<file path="src/rtl/halt_pkg.sv">
package halt_pkg;
  localparam int NUM_FLAGS = 2;
  localparam int FLAG_LIM  = 0;
  localparam int FLAG_STP  = 1;

  localparam int MODE_W     = 3;
  localparam int CTL_FLAG_W = 3;

  typedef enum logic [MODE_W-1:0] {
    MODE_IDLE = 3'd0,
    MODE_POS  = 3'd1,
    MODE_PVEL = 3'd2,
    MODE_TRAP = 3'd3,
    MODE_IVEL = 3'd4
  } ctl_mode_e;
endpackage

</file>
<file path="src/rtl/pin_sync.sv">
module pin_sync #(
  parameter int W      = 2,
  parameter int STAGES = 2
) (
  input  logic         clk,
  input  logic         rst,
  input  logic [W-1:0] d_i,
  output logic [W-1:0] q_o
);
  logic [W-1:0] stage_q [STAGES];

  // reset to the idle-high level so no false emergency appears
  always_ff @(posedge clk) begin
    if (rst) begin
      for (int i = 0; i < STAGES; i++) stage_q[i] <= '1;
    end else begin
      stage_q[0] <= d_i;
      for (int i = 1; i < STAGES; i++) stage_q[i] <= stage_q[i-1];
    end
  end

  assign q_o = stage_q[STAGES-1];
endmodule

</file>
<file path="src/rtl/emerg_flag.sv">
module emerg_flag (
  input  logic clk,
  input  logic rst,
  input  logic pin_ok_i,
  input  logic clr_hit_i,
  output logic flag_o
);
  // set dominates; release needs a healthy pin in the same cycle as the write
  always_ff @(posedge clk) begin
    if (rst)            flag_o <= 1'b0;
    else if (!pin_ok_i) flag_o <= 1'b1;
    else if (clr_hit_i) flag_o <= 1'b0;
  end
endmodule

</file>
<file path="src/rtl/stat_cfg_reg.sv">
module stat_cfg_reg #(
  parameter int ADDR_W    = 4,
  parameter int DATA_W    = 8,
  parameter int CFG_W     = 4,
  parameter int STAT_ADDR = 7
) (
  input  logic              clk,
  input  logic              rst,
  input  logic              wr_i,
  input  logic [ADDR_W-1:0] addr_i,
  input  logic [DATA_W-1:0] data_i,
  output logic              hit_o,
  output logic [CFG_W-1:0]  cfg_o
);
  logic unused_hi;
  assign unused_hi = ^data_i[DATA_W-1:CFG_W];

  assign hit_o = wr_i && (addr_i == ADDR_W'(STAT_ADDR));

  always_ff @(posedge clk) begin
    if (rst)        cfg_o <= '0;
    else if (hit_o) cfg_o <= data_i[CFG_W-1:0];
  end
endmodule

</file>
<file path="src/rtl/mode_effects.sv">
module mode_effects #(
  parameter int MODE_W     = 3,
  parameter int CTL_FLAG_W = 3,
  parameter int IDLE_CODE  = 0,
  parameter int IVEL_CODE  = 4
) (
  input  logic                  clk,
  input  logic                  rst,
  input  logic                  lim_flag_i,
  input  logic                  stp_flag_i,
  input  logic [MODE_W-1:0]     mode_i,
  input  logic [CTL_FLAG_W-1:0] mode_flags_i,
  input  logic                  run_req_i,
  input  logic                  vel_wr_i,
  output logic                  force_idle_o,
  output logic                  mc_clr_o,
  output logic                  run_ok_o,
  output logic                  zero_vel_o,
  output logic [CTL_FLAG_W-1:0] mode_flags_o
);
  logic in_idle, in_ivel, hold_set, hold_rel;

  assign in_idle  = (mode_i == MODE_W'(IDLE_CODE));
  assign in_ivel  = (mode_i == MODE_W'(IVEL_CODE));
  assign hold_set = stp_flag_i && in_ivel;
  assign hold_rel = vel_wr_i && !stp_flag_i;

  always_ff @(posedge clk) begin
    if (rst) begin
      force_idle_o <= 1'b0;
      mc_clr_o     <= 1'b0;
      run_ok_o     <= 1'b0;
      zero_vel_o   <= 1'b0;
      mode_flags_o <= '0;
    end else begin
      force_idle_o <= lim_flag_i && !in_idle;
      mc_clr_o     <= lim_flag_i;
      run_ok_o     <= run_req_i && !lim_flag_i;
      zero_vel_o   <= hold_set || (zero_vel_o && !hold_rel);
      mode_flags_o <= mode_flags_i;
    end
  end
endmodule

</file>
<file path="src/rtl/halt_flag_ctrl.sv">
module halt_flag_ctrl #(
  parameter int SYNC_STAGES = 2,
  parameter int ADDR_W      = 4,
  parameter int DATA_W      = 8,
  parameter int CFG_W       = 4,
  parameter int STAT_ADDR   = 7
) (
  input  logic                            clk,
  input  logic                            rst,
  input  logic                            lim_n_i,
  input  logic                            stp_n_i,
  input  logic                            stat_wr_i,
  input  logic [ADDR_W-1:0]               stat_addr_i,
  input  logic [DATA_W-1:0]               stat_data_i,
  input  logic [halt_pkg::MODE_W-1:0]     mode_i,
  input  logic [halt_pkg::CTL_FLAG_W-1:0] mode_flags_i,
  input  logic                            run_req_i,
  input  logic                            vel_wr_i,
  output logic                            lim_flag_o,
  output logic                            stp_flag_o,
  output logic                            force_idle_o,
  output logic                            mc_clr_o,
  output logic                            run_ok_o,
  output logic                            zero_vel_o,
  output logic [halt_pkg::CTL_FLAG_W-1:0] mode_flags_o,
  output logic [CFG_W-1:0]                stat_cfg_o
);
  import halt_pkg::*;

  logic [NUM_FLAGS-1:0] pin_raw, pin_ok, flag_q;
  logic                 stat_hit;

  assign pin_raw[FLAG_LIM] = lim_n_i;
  assign pin_raw[FLAG_STP] = stp_n_i;

  pin_sync #(.W(NUM_FLAGS), .STAGES(SYNC_STAGES)) u_sync (
    .clk (clk), .rst (rst), .d_i (pin_raw), .q_o (pin_ok)
  );

  stat_cfg_reg #(
    .ADDR_W(ADDR_W), .DATA_W(DATA_W), .CFG_W(CFG_W), .STAT_ADDR(STAT_ADDR)
  ) u_stat (
    .clk (clk), .rst (rst), .wr_i (stat_wr_i), .addr_i (stat_addr_i),
    .data_i (stat_data_i), .hit_o (stat_hit), .cfg_o (stat_cfg_o)
  );

  for (genvar g = 0; g < NUM_FLAGS; g++) begin : g_flag
    emerg_flag u_flag (
      .clk (clk), .rst (rst), .pin_ok_i (pin_ok[g]),
      .clr_hit_i (stat_hit), .flag_o (flag_q[g])
    );
  end

  assign lim_flag_o = flag_q[FLAG_LIM];
  assign stp_flag_o = flag_q[FLAG_STP];

  mode_effects #(
    .MODE_W(MODE_W), .CTL_FLAG_W(CTL_FLAG_W),
    .IDLE_CODE(int'(MODE_IDLE)), .IVEL_CODE(int'(MODE_IVEL))
  ) u_fx (
    .clk (clk), .rst (rst),
    .lim_flag_i (flag_q[FLAG_LIM]), .stp_flag_i (flag_q[FLAG_STP]),
    .mode_i (mode_i), .mode_flags_i (mode_flags_i),
    .run_req_i (run_req_i), .vel_wr_i (vel_wr_i),
    .force_idle_o (force_idle_o), .mc_clr_o (mc_clr_o),
    .run_ok_o (run_ok_o), .zero_vel_o (zero_vel_o),
    .mode_flags_o (mode_flags_o)
  );
endmodule

</file>
<file path="config.mk">
export PLATFORM = sky130hd
export DESIGN_NAME = halt_flag_ctrl
export DESIGN_NICKNAME = d
export VERILOG_FILES = /design/src/rtl/halt_pkg.sv /design/src/rtl/pin_sync.sv /design/src/rtl/emerg_flag.sv /design/src/rtl/stat_cfg_reg.sv /design/src/rtl/mode_effects.sv /design/src/rtl/halt_flag_ctrl.sv
export SDC_FILE = /design/constraint.sdc
export NUM_CORES = 1
export LEC_CHECK = 0
export CORE_MARGIN = 2
export CORE_UTILIZATION = 34
export CTS_CLUSTER_DIAMETER = 50
export CTS_CLUSTER_SIZE = 14
export DETAILED_ROUTE_END_ITERATION = 16
export GPL_ROUTABILITY_DRIVEN = 0
export PLACE_DENSITY = 0.79
export SYNTH_ARGS = -nofsm -noshare
export SYNTH_HDL_FRONTEND = slang
export SYNTH_HIERARCHICAL = 1
export SYNTH_SLANG_ARGS = --single-unit
</file>
<file path="constraint.sdc">
create_clock -name clk -period 1.1 [get_ports clk]
set_input_delay 0.22 -clock clk [delete_from_list [all_inputs] [get_ports clk]]
set_output_delay 0.22 -clock clk [all_outputs]
set_load 0.02 [all_outputs]
</file>
==> results of run 1 <==
final timing paths:
kind                            cells past startpoint                               to  slack, ps                                 start
worst min register to register                      1  u_sync/stage_q[0][3]$_SDFF_PP1_        410       u_sync/stage_q[0][1]$_SDFF_PP1_
worst max-delay path                                1                         mc_clr_o         40              u_fx/mc_clr_o$_SDFF_PP0_
worst max register to register                      3     u_fx/force_idle_o$_SDFF_PP0_        310  g_flag[0].u_flag/flag_o$_SDFFE_PP0P_
worst min-delay path                                1  u_sync/stage_q[0][3]$_SDFF_PP1_        410       u_sync/stage_q[0][1]$_SDFF_PP1_
through the flow:
step	TNS, ps	instances	hold slack, ps	util	total power (uW)
6_report	0	112	410	0.584	1140
5_1_grt	-2.07	112	422	0.584	1190
4_1_cts	0	112	409	0.596	1160
3_5_place_dp	-2760	108	393	0.602	854
3_3_place_gp	-2430	108	386	0.602	850
2_1_floorplan	0	51	282	-	720
layout make-up:
cell class | count | share of cell area
Clock buffer | 4 | 0.0266
Sequential cell | 17 | 0.345
Multi-Input combinational cell | 32 | 0.248
Tap cell | 17 | 0.0215
Timing Repair Buffer | 42 | 0.359
metal layers:
metal | track usage | vias up | wire length (microns) | part of all wire
met3 | 0.0476 | 4 | 100 | 0.078
met5 | 0 | - | 0 | 0
met4 | 0.0857 | 0 | 25 | 0.020
met2 | 0.225 | 21 | 610 | 0.48
met1 | 0.136 | 215 | 544 | 0.43
li1 | - | 253 | - | -
kinds of logic (layout without fill, tap and decap cells):
| kind of cell | count (synthesis) | after routing | share of synthesized area |
|---|---|---|---|
| mux | 4 | 4 | 0.0667 |
| buf+inv | 2 | 46 | 0.0250 |
| flops | 17 | 17 | 0.567 |
| simple gates | 24 | 24 | 0.288 |
| compound gates | 4 | 4 | 0.0542 |
power breakdown:
part | internal, uW | total, uW | leakage (uW) | switching, uW
clock | 141 | 318 | 0.0000150 | 177
combinational | 110 | 175 | 0.000261 | 64.8
sequential | 638 | 645 | 0.000140 | 7.07
total | 889 | 1140 | 0.000415 | 249
cells in the mapped netlist:
master     count  area (sq um)
buf_4          2          15.0
mux2i_1        4          40.0
nand2b_1      11          68.8
nand2_1        1          3.75
nor2b_2        1          8.76
nor3b_1        1          7.51
nand4bb_1      1          11.3
nand3_2        1          10.0
o31a_1         1          8.76
nor2b_1        3          18.8
nor3b_4        1          18.8
or2_1          4          25.0
a31oi_1        1          6.26
a21oi_2        2          17.5
dfxtp_1       17           340
flip-flops by register name (all words and copies together), names as in the netlist:
register / cells
u_fx/mode_flags_o: 3
u_fx/run_ok_o: 1
u_sync/stage_q: 4
g_flag.u_flag/flag_o: 2
u_fx/force_idle_o: 1
u_fx/zero_vel_o: 1
u_fx/mc_clr_o: 1
u_stat/cfg_o: 4
repair_timing:
item,4_1_cts,5_1_grt
gates resized for setup,50,3
pin swaps,2,1
setup buffers,0,0
setup endpoints to repair,17,5
==> run_results.csv, run 1 <==
group,metric,value,unit
run_status,outcome,"completed",
timing,hold_violations,0,
routing,final_antenna_net_count,0,
routing,routed_wl,1280,microns
timing,fin_crit_sh,0.966,
synthesis,ys_types,15,
worst_hold_path,hold_class,"reg -> reg",
routing,drtIter0Drc,1,
clock_network,htree_levels,1,
timing,finalMaxSlewViolations,0,
clock_network,cts_buffers,3,
power,peakVddDrop,0.702,mV
floorplanning,rows,15,
synthesis,ys_warn_count,6,
layout,fin_nets,121,
synthesis,syn-cell-area,601,sq um
grt,grt_remaining_overflow,0,
clock_network,cts_tree,"yes",
critical_path,worstPathCellList,"clkdlybuf4s15_2",
power,cellLeakagePower,0.000415,uW
critical_path,crit_type,"reg -> out",
synthesis,syn_area_per_cell,11.8,sq um
critical_path,critPathTopFamily,"flip-flops",
routing,avgViaCountPerCell,4.40,
clock_network,cts_sinks,17,
placement,port_buffers,33,
routing,drc_errors,0,
timing,timing.final.crit_period,1060,ps
critical_path,crit_slowest_cell,"dfxtp_1",
layout,final_cell_mix,"dfxtp_1 (17), clkdlybuf4s50_1 (17), nand2b_1 (11), buf_2 (11), buf_4 (8)",
floorplanning,dieArea,2120,sq um
timing,setup_viol,0,
timing,relSlewSlack,0.838,
grt,grt_max_degree,21,
layout,fillerInstances,160,
grt,antenna_found_initial,0,
timing,worstMarginPinSlew,243,ps
clock_network,hold_buffers,0,
clock_network,clockBufferDepth,2,
placement,postPlaceCellArea,1020,sq um
layout,layout-drive-gt1-share,0.316,
routing,first_pass_iters,2,
timing,setup_ws,37.5,ps
synthesis,ys_ff_latch,17,
floorplanning,fp.coreArea,1690,sq um
floorplanning,die_x,46.0,microns
layout,syn2layout_area_growth,64.4,%
synthesis,syn-num-nets,76,
floorplanning,io_pins,38,
run,maxCapViolations,0,
critical_path,critPathArrivalTime,840,ps
critical_path,path_buf_inv,1,
power,power.density,1150,nW/um^2
floorplanning,fp.dieH,46.0,microns
critical_path,end_kind,"output port",
layout,multi_input_area,245,sq um
routing,wire_per_inst,11.4,microns
layout,antennaDiodeCount,0,
critical_path,start_kind,"flop",
placement,dpl_worst_slack,-395,ps
floorplanning,start_util,0.356,
critical_path,cpPeakStageDelay,320,ps
clock_network,clk_pin_slew,90,ps
synthesis,syn_inst,51,
clock_network,clock_latency,280,ps
critical_path,crit_fanout,1,
critical_path,required,880,ps
clock_network,cts_root_buf,"clkbuf_4",
grt,grt_pass1_vias,471,
synthesis,ys_seq_area_frac,0.567,
grt,grt_pass1_wl,1900,microns
routing,via_count,493,
timing,rsz0062_at_grt,"true",
placement,hpwl,962,microns
layout,fin_area,987,sq um
timing,max_freq,0.941,GHz
timing,worst_clock_skew,1.69,ps
grt,grt.total_usage,0.133,
layout,regArea,340,sq um
(Power assumes the default switching activity.)
==> inputs of run 2 (changes only) <==
--- a/config.mk
+++ b/config.mk
@@ -5,6 +5,7 @@
 export SDC_FILE = /design/constraint.sdc
 export NUM_CORES = 1
 export LEC_CHECK = 0
+export CAP_MARGIN = 15
 export CORE_MARGIN = 2
 export CORE_UTILIZATION = 34
 export CTS_CLUSTER_DIAMETER = 50
==> results of run 2 <==
No change in the layout: final DEF, timing and power equal those of run 1.
